==> src/rtl/clsf_pkg.sv <==
package clsf_pkg;
   typedef enum logic [1:0] {
      KIND_EXACT  = 2'd0,
      KIND_RANGE  = 2'd1,
      KIND_PREFIX = 2'd2,
      KIND_RSVD   = 2'd3
   } rule_kind_e;
endpackage

==> src/rtl/clsf_bound_gen.sv <==
module clsf_bound_gen
   import clsf_pkg::*;
#(
   parameter int FIELD_W = 8
) (
   input  rule_kind_e           kind,
   input  logic [FIELD_W-1:0]   value,
   input  logic [FIELD_W-1:0]   arg,
   output logic [FIELD_W-1:0]   lo,
   output logic [FIELD_W-1:0]   hi,
   output logic                 legal
);
   localparam int LEN_W = $clog2(FIELD_W + 1);

   logic [LEN_W-1:0]   len_raw;
   int                 len_c;
   logic [FIELD_W-1:0] keep;

   assign len_raw = arg[LEN_W-1:0];

   always_comb begin
      len_c = (int'(len_raw) > FIELD_W) ? FIELD_W : int'(len_raw);
      keep  = '0;
      for (int i = 0; i < FIELD_W; i++) begin
         keep[i] = (i >= FIELD_W - len_c);
      end
   end

   always_comb begin
      lo    = value;
      hi    = value;
      legal = 1'b1;
      case (kind)
         KIND_EXACT: begin
            lo = value;
            hi = value;
         end
         KIND_RANGE: begin
            lo = value;
            hi = arg;
         end
         KIND_PREFIX: begin
            lo = value & keep;
            hi = value | ~keep;
         end
         default: legal = 1'b0;
      endcase
   end
endmodule

==> src/rtl/clsf_dim_lookup.sv <==
module clsf_dim_lookup #(
   parameter int FIELD_W   = 8,
   parameter int NUM_RULES = 16,
   localparam int RID_W    = $clog2(NUM_RULES)
) (
   input  logic                 clk,
   input  logic                 rst_n,
   input  logic                 wr_go,
   input  logic [RID_W-1:0]     wr_rule,
   input  logic [FIELD_W-1:0]   wr_lo,
   input  logic [FIELD_W-1:0]   wr_hi,
   input  logic                 look_en,
   input  logic [FIELD_W-1:0]   look_val,
   output logic [NUM_RULES-1:0] hit_vec
);
   logic [NUM_RULES-1:0][FIELD_W-1:0] lo_q;
   logic [NUM_RULES-1:0][FIELD_W-1:0] hi_q;

   for (genvar r = 0; r < NUM_RULES; r++) begin : g_rule
      always_ff @(posedge clk or negedge rst_n) begin
         if (!rst_n) begin
            lo_q[r] <= '1;
            hi_q[r] <= '0;
         end else if (wr_go && wr_rule == RID_W'(r)) begin
            lo_q[r] <= wr_lo;
            hi_q[r] <= wr_hi;
         end
      end

      always_ff @(posedge clk or negedge rst_n) begin
         if (!rst_n)       hit_vec[r] <= 1'b0;
         else if (look_en) hit_vec[r] <= (look_val >= lo_q[r]) && (look_val <= hi_q[r]);
      end

      // an inverted bound pair must never report a hit
      p_empty_never_hits_r3: assert property (@(posedge clk) disable iff (!rst_n)
         $rose(hit_vec[r]) |-> $past(lo_q[r] <= hi_q[r]));
   end

   // the table is frozen in the edge after a lookup starts
   p_table_frozen_r9: assert property (@(posedge clk) disable iff (!rst_n)
      look_en |=> ($stable(lo_q) && $stable(hi_q)));
endmodule

==> src/rtl/clsf_prio_enc.sv <==
module clsf_prio_enc #(
   parameter int NUM_RULES = 16,
   localparam int RID_W    = $clog2(NUM_RULES)
) (
   input  logic                 chk_en,
   input  logic [NUM_RULES-1:0] vec,
   output logic [RID_W-1:0]     idx,
   output logic                 any
);
   always_comb begin
      idx = '0;
      any = |vec;
      for (int i = NUM_RULES - 1; i >= 0; i--) begin
         if (vec[i]) idx = RID_W'(i);
      end
   end

   logic [NUM_RULES-1:0] below;
   always_comb begin
      below = '0;
      for (int i = 0; i < NUM_RULES; i++) begin
         below[i] = (i < int'(idx));
      end
   end

   // the chosen bit is set and nothing below it is set
   always_comb begin
      if (chk_en && any) begin
         p_lowest_wins_r6: assert (vec[idx] && ((vec & below) == '0));
      end
   end
endmodule

==> src/rtl/rule_classifier.sv <==
module rule_classifier
   import clsf_pkg::*;
#(
   parameter int NUM_FIELDS = 3,
   parameter int FIELD_W    = 8,
   parameter int NUM_RULES  = 16,
   localparam int RID_W     = $clog2(NUM_RULES),
   localparam int FID_W     = (NUM_FIELDS > 1) ? $clog2(NUM_FIELDS) : 1,
   localparam int HDR_W     = NUM_FIELDS * FIELD_W
) (
   input  logic               clk,
   input  logic               rst_n,
   input  logic               hdr_valid,
   input  logic [HDR_W-1:0]   hdr_fields,
   input  logic               wr_en,
   input  logic [RID_W-1:0]   wr_rule,
   input  logic [FID_W-1:0]   wr_field,
   input  logic [1:0]         wr_kind,
   input  logic [FIELD_W-1:0] wr_value,
   input  logic [FIELD_W-1:0] wr_arg,
   output logic               wr_ready,
   output logic               res_valid,
   output logic [RID_W-1:0]   res_rule_id,
   output logic               res_no_match
);
   if (NUM_FIELDS < 1) begin : g_bad_fields
      $error("NUM_FIELDS must be at least 1");
   end
   if (FIELD_W < 2) begin : g_bad_width
      $error("FIELD_W must be at least 2");
   end
   if (NUM_RULES < 2) begin : g_bad_rules
      $error("NUM_RULES must be at least 2");
   end

   logic               s1_valid;
   logic               wr_legal;
   logic               wr_go;
   logic [FIELD_W-1:0] wr_lo;
   logic [FIELD_W-1:0] wr_hi;

   assign wr_ready = !(hdr_valid || s1_valid);

   clsf_bound_gen #(.FIELD_W(FIELD_W)) u_bounds (
      .kind  (rule_kind_e'(wr_kind)),
      .value (wr_value),
      .arg   (wr_arg),
      .lo    (wr_lo),
      .hi    (wr_hi),
      .legal (wr_legal)
   );

   assign wr_go = wr_en && wr_ready && wr_legal;

   logic [NUM_FIELDS-1:0][NUM_RULES-1:0] dim_vec;

   for (genvar d = 0; d < NUM_FIELDS; d++) begin : g_dim
      clsf_dim_lookup #(.FIELD_W(FIELD_W), .NUM_RULES(NUM_RULES)) u_dim (
         .clk      (clk),
         .rst_n    (rst_n),
         .wr_go    (wr_go && wr_field == FID_W'(d)),
         .wr_rule  (wr_rule),
         .wr_lo    (wr_lo),
         .wr_hi    (wr_hi),
         .look_en  (hdr_valid),
         .look_val (hdr_fields[d*FIELD_W +: FIELD_W]),
         .hit_vec  (dim_vec[d])
      );
   end

   logic [NUM_RULES-1:0] cand;
   always_comb begin
      cand = '1;
      for (int d = 0; d < NUM_FIELDS; d++) begin
         cand = cand & dim_vec[d];
      end
   end

   logic [RID_W-1:0] win_idx;
   logic             win_any;

   clsf_prio_enc #(.NUM_RULES(NUM_RULES)) u_prio (
      .chk_en (s1_valid),
      .vec    (cand),
      .idx    (win_idx),
      .any    (win_any)
   );

   always_ff @(posedge clk or negedge rst_n) begin
      if (!rst_n) begin
         s1_valid     <= 1'b0;
         res_valid    <= 1'b0;
         res_rule_id  <= '0;
         res_no_match <= 1'b0;
      end else begin
         s1_valid  <= hdr_valid;
         res_valid <= s1_valid;
         if (s1_valid) begin
            res_rule_id  <= win_any ? win_idx : '0;
            res_no_match <= !win_any;
         end
      end
   end

   // every header gets a result two edges later
   p_latency_r8: assert property (@(posedge clk) disable iff (!rst_n)
      hdr_valid |-> ##2 res_valid);

   // no result without a header two edges earlier
   p_no_orphan_r8: assert property (@(posedge clk) disable iff (!rst_n)
      res_valid |-> $past(hdr_valid, 2));

   // a miss reports index zero
   p_miss_zero_id_r7: assert property (@(posedge clk) disable iff (!rst_n)
      (res_valid && res_no_match) |-> (res_rule_id == '0));

   // the port refuses writes while a header is being taken
   p_ready_low_r9: assert property (@(posedge clk) disable iff (!rst_n)
      hdr_valid |-> !wr_ready);
endmodule

==> config.mk <==
export PLATFORM = sky130hd
export DESIGN_NAME = rule_classifier
export DESIGN_NICKNAME = d
export VERILOG_FILES = /design/src/rtl/clsf_pkg.sv /design/src/rtl/clsf_bound_gen.sv /design/src/rtl/clsf_dim_lookup.sv /design/src/rtl/clsf_prio_enc.sv /design/src/rtl/rule_classifier.sv
export SDC_FILE = /design/constraint.sdc
export NUM_CORES = 2
export LEC_CHECK = 0
export BUFFER_PORTS_ARGS = -buffer_cell sky130_fd_sc_hd__buf_2
export CORE_AREA = 2 2 310 312
export CTS_CLUSTER_SIZE = 28
export DETAILED_ROUTE_END_ITERATION = 8
export DIE_AREA = 0 0 312 314
export GPL_TIMING_DRIVEN = 0
export PLACE_DENSITY = 0.67
export SLEW_MARGIN = 0
export SYNTH_ARGS = -nofsm -noshare
export SYNTH_HDL_FRONTEND = slang
export SYNTH_HIERARCHICAL = 1
export SYNTH_SLANG_ARGS = --single-unit
==> constraint.sdc <==
create_clock -name clk -period 2.65 [get_ports clk]
set_input_delay 0.265 -clock clk [delete_from_list [all_inputs] [get_ports clk]]
set_output_delay 0.265 -clock clk [all_outputs]
set_load 0.01 [all_outputs]
==> results.yml <==
routing:
  ant_nets: 0
  drc: 0
  vias: 38200
  dr.pass1.iters: 6
  wl_microns: 142000
  wire_per_inst_microns: 21.8
  post_drt_via_cell_ratio: 5.86
  drt_iter0_drc: 3270
synth:
  ys.flop_type: "dfrtp_1"
  synth_top_area_cell: "dfrtp_1"
  synth_commonest_cells: "ha_1, inv_1, o21ai_0, nand2_1, dfrtp_1"
  synth.avg_cell_area_sq_um: 9.99
  synthCells: 4984
  syn-num-nets: 5809
  synthDominantCellAreaShare_pct: 22.1
  ys_warn_count: 6
  synth_edf_count: 0
  ys_ff_latch: 823
  synthArstFlopShare_pct: 100
  synth_area_leaders: "dfrtp_1, dfstp_2, ha_1, mux2_2, o21ai_0"
  yosysMostFrequentCell: "ha_1"
  ys_seq_area_share_pct: 42.3
  syn_area_sq_mm: 0.0498
  ys_types: 58
layout:
  n_fill_cell: 8079
  nNetsFinal: 5998
  design_area_sq_mm: 0.0558
  area_growth_pct: 12.1
  drive_above_1_share_pct: 19.8
  multi_input_area_sq_mm: 0.0253
  seq_area_sq_mm: 0.0211
  n_antenna_cell: 0
  finalNonFillerCells: 6519
place:
  dp_hpwl_microns: 87300
  dp.cells: 6328
  dpl-instance-area_sq_mm: 0.0523
  place_congestion: 0.864
  io_buffer_count: 58
  dp_slack_ps: -1390
global_routing:
  grt_max_degree: 124
  grt_util_all_layers_pct: 28.7
  grt_pass1_wl_microns: 217000
  antenna_found_initial: 7
  grt_overflow: 0
  grt_pass1_vias: 36900
cts:
  cts_inserted_buffers: 95
  h-tree-depth: 3
  cts_sinks: 823
  clk_pin_slew_worst_paths_ps: 60
  root_buffer: "clkbuf_16"
  clockBufferDepth: 3
  cts_tree: "built"
  clk_latency_ps: 670
die:
  rows: 113
  dieArea_sq_mm: 0.0980
  coreArea_sq_mm: 0.0944
  die_w_microns: 312
  start_util_pct: 52.7
  ios: 59
  fp.dieH_microns: 314
sta:
  fin_hold_ws_ps: 191
  relSlewSlack_pct: 15.5
  fin_ws_ps: 7.51
  finClkSkew_ps: 20.7
  maxSlewViolCount: 0
  setup_viol: 0
  finalCriticalPeriod_ps: 2640
  fmax_ghz: 0.378
  rsz0062_at_grt: "true"
  period_share_pct: 99.7
  finalHoldViolCount: 0
  worstMarginPinSlew_ps: 1270
flow_run:
  max-cap-violations: 0
pwr:
  vdd_ir_drop_max_mv: 0.533
  p_total_uw: 32600
  p_leak_uw: 0.0274
  cellPowerDensity_mw_per_mm2: 583
critical_path:
  crit_required_ps: 3180
  crit_path_end_kind: "flip-flop"
  path_class: "in2reg"
  path_max_fanout: 10
  cp-start-kind: "input pin"
  crit_arrival_ps: 3170
outcome:
  outcome: "finished clean"
worst_hold_path:
  hp-class: "in2async"
logic make-up (layout without fill, tap and decap cells):
family	count (synthesis)	after routing	synth area share (%)
mux	349	349	8.12
flops	823	823	42.3
compound gates	1060	1060	12.3
simple gates	1063	1065	10.6
fa+ha+maj	773	773	19.4
buf+inv	916	1184	7.25
metal layers:
metal | vias up | wire length (microns) | GRT usage, %
li1 | 17700 | - | -
met1 | 19100 | 65300 | 41.6
met2 | 1219 | 63100 | 44.5
met3 | 242 | 9510 | 4.01
met4 | 0 | 4130 | 9.29
met5 | - | 0 | 0
cell usage in the layout, fill, tap and decap left out, drive strengths merged, types with 12 or more instances in the layout:
cell type,n
a211oi,60
a21boi,12
a21o,68
a21oi,196
a31oi,43
a41oi,19
and3,29
and4,17
buf,164
clkbuf,264
clkinv,18
dfrtp,439
dfstp,384
ha,773
inv,726
mux2,348
nand2,525
nand2b,52
nand3,86
nand3b,23
nand4,132
nand4b,41
nor2,95
nor2b,26
nor4,21
o211ai,19
o21a,20
o21ai,552
o21bai,12
o221ai,19
o22ai,18
o32a,13
power breakdown:
| part | switching [uW] | internal [uW] | leakage [uW] |
|---|---|---|---|
| clock | 5460 | 8340 | 0.00161 |
| sequential | 348 | 13500 | 0.00904 |
| combinational | 3180 | 1700 | 0.0167 |
| total | 8990 | 23600 | 0.0274 |
sequential cells by signal, indices dropped and copies added (netlist names):
register,flops
res_rule_id,4
res_valid,1
g_dim.u_dim/hi_q,384
res_no_match,1
s1_valid,1
g_dim.u_dim/hit_vec,48
g_dim.u_dim/lo_q,384
cell type report:
class / instances / share of cell area (%)
well taps: 1265 / 2.84
inverters: 726 / 4.88
clock buffers: 150 / 5.18
flip-flops and latches: 823 / 37.8
clock inverters: 28 / 0.686
plain buffers: 187 / 1.63
repair buffers: 93 / 1.74
multi-input cells: 3247 / 45.3
critical path, cell delays in order:
cell	delay, ps
buf_2	130
clkinv_1	280
nand2_1	180
ha_1	290
nand2b_1	120
o2111ai_1	400
o31ai_2	270
a21oi_1	320
o21ai_4	110
buf_12	160
clkbuf_2	350
nand2_1	160
o21ai_0	100
stage by stage:
stage | utilization [%] | setup TNS, ps
floorplan | - | 0
global placement | 54.7 | -
detailed placement | 55.3 | -430930
CTS | 58.9 | 0
global route | 59.1 | -2320
finish | 59.1 | 0
timing repair:
item | 4_1_cts | 5_1_grt
pin swaps | 2 | 4
buffers inserted | 2 | 10
resized for setup | 26 | 39
hold endpoints to repair | 59 | 0
setup endpoints to repair | 467 | 238
hold buffers | 2 | 0
cloned | 0 | 2
path summary, 6_finish.rpt:
path	startpoint	to	slack [ps]	depth (start not counted)
worst min register to register	g_dim[1].u_dim/hi_q[14]	g_dim[1].u_dim/hi_q[14]	490	1
max in group asynchronous	rst_n	g_dim[1].u_dim/hi_q[125]	520	5
worst max register to register	s1_valid	g_dim[0].u_dim/hi_q[112]	80	7
worst min-delay path	rst_n	g_dim[2].u_dim/hi_q[45]	190	2
worst max-delay path	wr_arg[3]	g_dim[0].u_dim/hi_q[82]	8	13
min in group clk	wr_value[2]	g_dim[1].u_dim/hi_q[18]	220	5
No activity file was read; power rests on OpenSTA's default activity.
